==> config.mk <==
export PLATFORM = sky130hd
export DESIGN_NAME = irq_prio_ctrl
export DESIGN_NICKNAME = d
export VERILOG_FILES = /design/src/rtl/irqc_pkg.sv /design/src/rtl/irqc_ctrl.sv /design/src/rtl/irqc_regs.sv /design/src/rtl/irqc_level.sv /design/src/rtl/irq_prio_ctrl.sv
export SDC_FILE = /design/constraint.sdc
export NUM_CORES = 1
export LEC_CHECK = 0
export BUFFER_PORTS_ARGS = -buffer_cell sky130_fd_sc_hd__buf_2
export CAP_MARGIN = 10
export CORE_MARGIN = 1
export CORE_UTILIZATION = 40
export DETAILED_ROUTE_END_ITERATION = 10
export PLACE_DENSITY_LB_ADDON = 0.05
export SLEW_MARGIN = 20
export SYNTH_ARGS = -nofsm -noshare
export SYNTH_HDL_FRONTEND = slang
export SYNTH_SLANG_ARGS = --single-unit
export TNS_END_PERCENT = 100
==> constraint.sdc <==
create_clock -name clk -period 1.2 [get_ports clk]
set_input_delay 0.24 -clock clk [delete_from_list [all_inputs] [get_ports clk]]
set_output_delay 0.24 -clock clk [all_outputs]
set_load 0.02 [all_outputs]
==> src/rtl/irqc_pkg.sv <==
package irqc_pkg;
  localparam int DATA_W  = 16;
  localparam int REG_W   = DATA_W - 1;
  localparam int SRC_W   = 14;
  localparam int LVL_W   = 3;
  localparam int NUM_LVL = 6;

  localparam int MASTER_BIT  = 14;
  localparam int PORT_BIT    = 3;
  localparam int FRAME_BIT   = 5;
  localparam int EXT_BIT     = 13;
  localparam int SETCLR_BIT  = DATA_W - 1;

  // Source masks per level, index 0 = level 1 ... index 5 = level 6
  localparam logic [SRC_W-1:0] LVL_MASK [NUM_LVL] = '{
    14'b00_0000_0000_0111,  // level 1: bits 0..2
    14'b00_0000_0000_1000,  // level 2: bit 3
    14'b00_0000_0111_0000,  // level 3: bits 4..6
    14'b00_0111_1000_0000,  // level 4: bits 7..10
    14'b01_1000_0000_0000,  // level 5: bits 11..12
    14'b10_0000_0000_0000   // level 6: bit 13
  };

  typedef struct packed {
    logic             setEn;
    logic             clrEn;
    logic             setReq;
    logic             clrReq;
    logic [REG_W-1:0] bits;
  } irqStrobe_t;
endpackage

==> src/rtl/irqc_ctrl.sv <==
module irqc_ctrl
  import irqc_pkg::*;
(
  input  logic              wrEn,
  input  logic              wrSel,
  input  logic [DATA_W-1:0] wrData,
  output irqStrobe_t        strobe
);
  logic isSet;

  always_comb begin
    isSet         = wrData[SETCLR_BIT];
    strobe.bits   = wrData[REG_W-1:0];
    strobe.setEn  = wrEn && !wrSel &&  isSet;
    strobe.clrEn  = wrEn && !wrSel && !isSet;
    strobe.setReq = wrEn &&  wrSel &&  isSet;
    strobe.clrReq = wrEn &&  wrSel && !isSet;
  end
endmodule

==> src/rtl/irqc_regs.sv <==
module irqc_regs
  import irqc_pkg::*;
(
  input  logic             clk,
  input  logic             rstN,
  input  irqStrobe_t       strobe,
  input  logic [SRC_W-1:0] hwSet,
  output logic [REG_W-1:0] enQ,
  output logic [REG_W-1:0] reqQ
);
  localparam int PAD_W = REG_W - SRC_W;

  logic [REG_W-1:0] enNext;
  logic [REG_W-1:0] reqNext;

  always_comb begin
    enNext = enQ;
    if (strobe.setEn) enNext = enNext | strobe.bits;
    if (strobe.clrEn) enNext = enNext & ~strobe.bits;
    reqNext = reqQ;
    if (strobe.setReq) reqNext = reqNext | strobe.bits;
    if (strobe.clrReq) reqNext = reqNext & ~strobe.bits;
    // hardware sets are applied last so they win over a same-cycle clear
    reqNext = reqNext | {{PAD_W{1'b0}}, hwSet};
  end

  always_ff @(posedge clk or negedge rstN) begin
    if (!rstN) begin
      enQ  <= '0;
      reqQ <= '0;
    end else begin
      enQ  <= enNext;
      reqQ <= reqNext;
    end
  end

  // without an enable write the enable register holds
  p_en_hold_r1: assert property (@(posedge clk) disable iff (!rstN)
    !(strobe.setEn || strobe.clrEn) |=> $stable(enQ));

  // a request clear with no hardware set empties the named bits
  p_req_clear_r2: assert property (@(posedge clk) disable iff (!rstN)
    (strobe.clrReq && hwSet == '0) |=> ((reqQ & $past(strobe.bits)) == '0));

  // a hardware pulse always leaves its bit set
  p_hw_wins_r7: assert property (@(posedge clk) disable iff (!rstN)
    1'b1 |=> ((reqQ[SRC_W-1:0] & $past(hwSet)) == $past(hwSet)));
endmodule

==> src/rtl/irqc_level.sv <==
module irqc_level
  import irqc_pkg::*;
(
  input  logic             clk,
  input  logic             rstN,
  input  logic [REG_W-1:0] enQ,
  input  logic [REG_W-1:0] reqQ,
  output logic [LVL_W-1:0] levelQ
);
  logic [SRC_W-1:0]   active;
  logic [NUM_LVL-1:0] groupHit;
  logic [LVL_W-1:0]   levelNext;

  assign active = enQ[MASTER_BIT] ? (enQ[SRC_W-1:0] & reqQ[SRC_W-1:0]) : '0;

  for (genvar g = 0; g < NUM_LVL; g++) begin : gGroup
    assign groupHit[g] = |(active & LVL_MASK[g]);
  end

  always_comb begin
    levelNext = '0;
    for (int g = 0; g < NUM_LVL; g++) begin
      if (groupHit[g]) levelNext = LVL_W'(g + 1);
    end
  end

  always_ff @(posedge clk or negedge rstN) begin
    if (!rstN) levelQ <= '0;
    else       levelQ <= levelNext;
  end

  // master gate off means no level
  p_master_gate_r3: assert property (@(posedge clk) disable iff (!rstN)
    !$past(enQ[MASTER_BIT]) |-> (levelQ == '0));

  // the top source dominates everything else
  p_top_wins_r5: assert property (@(posedge clk) disable iff (!rstN)
    $past(enQ[MASTER_BIT] && enQ[EXT_BIT] && reqQ[EXT_BIT]) |-> (levelQ == LVL_W'(NUM_LVL)));

  // the level never leaves the defined range
  p_level_range_r4: assert property (@(posedge clk) disable iff (!rstN)
    levelQ <= LVL_W'(NUM_LVL));
endmodule

==> src/rtl/irq_prio_ctrl.sv <==
module irq_prio_ctrl
  import irqc_pkg::*;
(
  input  logic              clk,
  input  logic              rstN,
  input  logic              wrEn,
  input  logic              wrSel,
  input  logic [DATA_W-1:0] wrData,
  input  logic [SRC_W-1:0]  srcPulse,
  input  logic              extPortIrq,
  input  logic              extHighIrq,
  input  logic              frameWrap,
  output logic [DATA_W-1:0] enableRd,
  output logic [DATA_W-1:0] requestRd,
  output logic [LVL_W-1:0]  irqLevel
);
  irqStrobe_t       strobe;
  logic [SRC_W-1:0] hwSet;
  logic [REG_W-1:0] enQ;
  logic [REG_W-1:0] reqQ;

  always_comb begin
    hwSet            = srcPulse;
    hwSet[PORT_BIT]  = srcPulse[PORT_BIT]  | extPortIrq;
    hwSet[EXT_BIT]   = srcPulse[EXT_BIT]   | extHighIrq;
    hwSet[FRAME_BIT] = srcPulse[FRAME_BIT] | frameWrap;
  end

  irqc_ctrl uCtrl (
    .wrEn   (wrEn),
    .wrSel  (wrSel),
    .wrData (wrData),
    .strobe (strobe)
  );

  irqc_regs uRegs (
    .clk    (clk),
    .rstN   (rstN),
    .strobe (strobe),
    .hwSet  (hwSet),
    .enQ    (enQ),
    .reqQ   (reqQ)
  );

  irqc_level uLevel (
    .clk    (clk),
    .rstN   (rstN),
    .enQ    (enQ),
    .reqQ   (reqQ),
    .levelQ (irqLevel)
  );

  assign enableRd  = {1'b0, enQ};
  assign requestRd = {1'b0, reqQ};

  // peripheral line raises its request bit on the next edge
  p_ext_line_r6: assert property (@(posedge clk) disable iff (!rstN)
    extHighIrq |=> requestRd[EXT_BIT]);

  // unused top bit always reads zero
  p_top_bit_zero_r8: assert property (@(posedge clk) disable iff (!rstN)
    !enableRd[DATA_W-1] && !requestRd[DATA_W-1]);
endmodule

* Yosys cells after proc, flatten, opt, wreduce, memory -nomap -nowiden
Cells that the tools add are included.
** Word-level totals
- Flip-flop bits (word level) :: 33
- Input port bits :: 37
** Cells by class
- Multiplexer cells :: 11
- Bitwise gates (word level) :: 10
- Reduce and logical (&&, ||, !) cells :: 12
** Operator list (count)
- $mux 15 :: 4
- $and 15x15->15 :: 2
- $or 15x15->15 :: 2
- $mux 3 :: 5
- $not 15->15 :: 1
- $or 15x14->15 :: 1
- $and 14x14->14 :: 1
- $mux 14 :: 1
- $logic_and 1x1->1 :: 6
- $reduce_or 3->1 :: 2
- $reduce_or 4->1 :: 1
- $or 1x1->1 :: 3
- $logic_not 1->1 :: 2
- $reduce_or 2->1 :: 1
- $mux 1 :: 1

* Depth between registers and ports, before layout
- Depth in word-level cells :: 9
- Depth in mapped cells :: 5
- Mapped depth without buffers :: 3

* Hierarchy
Synthesis repeated with hierarchy kept, for this count alone.
** Second synthesis, totals
- Cell total of the unflattened synthesis :: 152
- Area total of the unflattened synthesis :: 1572.8 um2
** By module, submodules not included
- irqc_regs :: instances 1, cells an instance 108, area each 1184.9 um2, seq. area each 750.7 um2
- irqc_level :: instances 1, cells an instance 19, area each 200.2 um2, seq. area each 75.1 um2
- irqc_ctrl :: instances 1, cells an instance 19, area each 150.1 um2, seq. area each 0.0 um2
- irq_prio_ctrl :: instances 1, cells an instance 6, area each 37.5 um2, seq. area each 0.0 um2

* Worst setup path before layout
Ideal clock, no wire load.
- Kind :: register to register
- From :: register (tool-made name)
- To :: register uLevel.levelQ[1]
- Arrival :: 1.119 ns
- Data required time :: 1.096 ns
- Setup slack :: -0.023 ns
- Stages on the path, launching flop included :: 4
- Period minus slack after synthesis :: 1.223 ns
- Path through :: dfrtp_1 a22oi_1 nand3_1 a221oi_1
** RTL lines
- to (signal assigned) :: line irqc_level.sv:29 : else levelQ <= levelNext;
- to (decl) :: line irqc_level.sv:8 : output logic [LVL_W-1:0] levelQ

==> results.yml <==
routing:
  starting_drc_count_in_detailed_routing: 53
  drcViolationCount: 0
  routed_via_density: 5.25
  detail-route-antenna-nets: 0
  routed_wirelength_um: 3690
  num_vias: 1344
  drt-pass1-iter-count: 4
  average_wire_per_cell_in_the_routed_design_um: 14.4
run_status:
  run_status: "finished, violations left"
  violations: "negative setup slack"
final_layout:
  layout-drive-gt1-share_pct: 47.1
  synthToLayoutAreaGrowth_pct: 41.3
  number_of_nets_in_the_layout: 244
  antenna-diode-count: 0
  layout.cells.most_common_list: "sky130_fd_sc_hd__buf_2, sky130_fd_sc_hd__dfrtp_1, sky130_fd_sc_hd__nand2_1, sky130_fd_sc_hd__mux2_1, sky130_fd_sc_hd__a311o_1"
  final_core_utilization_pct: 58.5
  nFillCells: 336
  fin_cells: 256
  most_frequent_standard_cell_in_the_layout_excluding_fill_and_tap_cells: "sky130_fd_sc_hd__buf_2"
timing:
  setup_total_negative_slack_ps: -19.6
  rsz_0062_raised_after_global_routing: "yes"
  finalCritPeriodShare_pct: 102
  skew_ps: 5.40
  tmin_final_ps: 1220
  postLayoutSetupSlackWorst_ps: -19.6
  upper_clock_frequency_limit_ghz: 0.820
  worst_hold_slack_ps: 137
  setup_violations: 1
  drv_slew: 0
  final-hold-violation-count: 0
floorplanning:
  core-area_sq_um: 3660
  floorplan.initialDensity_pct: 41.4
  placementRows: 22
  die_height_um: 63.6
  die-area_sq_um: 4040
  die_x_um: 63.6
  num_io_pins: 72
logic_synthesis:
  ys_seq_area_share_pct: 54.5
  yosysWarnings: 0
  synth_cells: 125
  netlist_area_sq_um: 1520
  ys_seq_elements: 33
  synth_area_per_cell_sq_um: 12.1
  ys_types: 26
hold_path:
  min-delay-path-class: "in -> reg"
  timing.hold.worst_path_depth: 2
place:
  detailed_place_hpwl_um: 2660
  count_of_buffers_inserted_at_the_top_level_ports: 69
  gp_routability_congestion: 0.784
  place_worst_setup_slack_ps: -120
  placed_cells_incl_taps: 244
global_routing:
  number_of_antenna_violations_at_the_first_check_in_global_routing: 0
  grt_first_pass_wirelength_um: 5960
  gr_overflow_total: 0
  grtUsageTotal_pct: 19.9
  maximum_number_of_pins_on_one_net_before_global_route_repair: 29
  first_global_vias: 1270
power:
  vdd_drop_max_mv: 0.790
  static-leakage-power_uw: 0.000978
  power-per-cell-area_nw_per_um2: 1460
critical_path:
  path_max_fanout: 3
  cp_data_required_time_ps: 1370
  worstSetupEndpointType: "flop"
  ff2ff_path_depth: 3
  r2r_slack_ps: -20
  critical_path.cell_chain: "a222oi_1 -> o211a_1 -> a211oi_2"
  startpoint_type: "flop"
  critical_path.slowest_cell: "sky130_fd_sc_hd__a222oi_1"
  crit_type: "reg -> reg"
  worstPathArrival_ps: 1390
  crit_path_max_incr_delay_ps: 460
cts:
  clockRootBuffer: "sky130_fd_sc_hd__clkbuf_8"
  clk-insertion-delay-late_ps: 290
  tritoncts_num_sinks: 33
  maximum_count_of_clock_buffers_along_a_single_path: 2
  cts_buffers: 5
  tritoncts: "done"
  cts.reportedPaths.clkPinSlew_ps: 70
  clock_tree.htree_level_count: 2
job:
  maxCapViolations: 0
## timing repair
item | CTS | global route
setup buffers | 0 | 3
pin swaps | 1 | 2
gates resized for setup | 8 | 5
hold buffers | 1 | 0
hold endpoints to repair | 15 | 0
setup endpoints to repair | 2 | 5
## worst max-delay path: cells and delay by family, from the launching register on
family | cells | cell delay, ps
DFF | 1 | 400
AOI/OAI and AO/OA | 3 | 710
## cell families after synthesis
logic type / Yosys count / share of synthesized area, %
AND/OR/NAND/NOR: 28 / 8.17
other: 1 / 0.247
multiplexers: 15 / 11.1
AO/OA/AOI/OAI: 37 / 21.3
flip-flops: 33 / 54.5
buffers and inverters: 11 / 4.70
## per-stage QoR
stage	cell area [sq um]	power, uW
after floorplan	1530	1790
after global placement	1960	2130
after detailed placement	1960	2150
after CTS	2100	3100
after global routing	2140	3290
final	2140	3120
## cell usage after synthesis
library cell	n	area share (%)
sky130_fd_sc_hd__a311o_1	11	7.3
sky130_fd_sc_hd__a31o_2	1	0.58
sky130_fd_sc_hd__a41oi_1	1	0.58
sky130_fd_sc_hd__mux2_1	15	11
sky130_fd_sc_hd__inv_1	1	0.25
sky130_fd_sc_hd__buf_4	3	1.5
sky130_fd_sc_hd__and2_1	1	0.41
sky130_fd_sc_hd__a21boi_1	1	0.50
sky130_fd_sc_hd__and2_4	1	0.58
sky130_fd_sc_hd__a2111o_1	3	2.2
sky130_fd_sc_hd__a21oi_1	2	0.66
sky130_fd_sc_hd__o211a_1	1	0.66
sky130_fd_sc_hd__clkbuf_1	2	0.50
sky130_fd_sc_hd__buf_2	3	0.99
sky130_fd_sc_hd__buf_6	2	1.5
sky130_fd_sc_hd__nand3_1	1	0.33
sky130_fd_sc_hd__a21boi_0	10	5.0
sky130_fd_sc_hd__a211oi_1	1	0.50
sky130_fd_sc_hd__and3_1	3	1.2
sky130_fd_sc_hd__conb_1	1	0.25
sky130_fd_sc_hd__a22oi_1	3	1.5
sky130_fd_sc_hd__dfrtp_1	33	54
sky130_fd_sc_hd__nor2b_1	1	0.41
sky130_fd_sc_hd__nand2_1	21	5.2
sky130_fd_sc_hd__a221oi_1	1	0.58
sky130_fd_sc_hd__a222oi_1	2	1.3
## power breakdown
| group | leakage [uW] | total, uW | switching (uW) | internal (uW) |
|---|---|---|---|---|
| clock | 0.0000542 | 906 | 388 | 518 |
| combinational | 0.000565 | 853 | 460 | 393 |
| sequential | 0.000359 | 1360 | 109 | 1250 |
## layout make-up
type	count	area [sq um]	area share, %
inverters	1	3.75	0.175
multi-input cells	82	649	30.3
repair buffers	84	503	23.5
clock buffers	7	96.3	4.50
flip-flops and latches	33	826	38.5
well taps	48	60.1	2.80
clock inverters	1	5.00	0.234
## final timing paths
path,startpoint,to
worst max-delay path,flop,uLevel.levelQ[0]
worst min-delay path,srcPulse[5],uRegs.reqQ[5]
worst max register to register,flop,uLevel.levelQ[0]
worst min register to register,uRegs.reqQ[14],uRegs.reqQ[14]
max in group asynchronous,rstN,uRegs.reqQ[7]
min in group asynchronous,rstN,uRegs.reqQ[14]
## per-layer routing
layer,vias up,part of all wire [%],track usage (%)
li1,631,-,-
met1,666,43,24.1
met2,42,50,32.4
met3,5,5.0,7.61
met4,0,1.5,5.97
met5,-,0,0
Note: power is estimated with default switching activity, not from simulation.
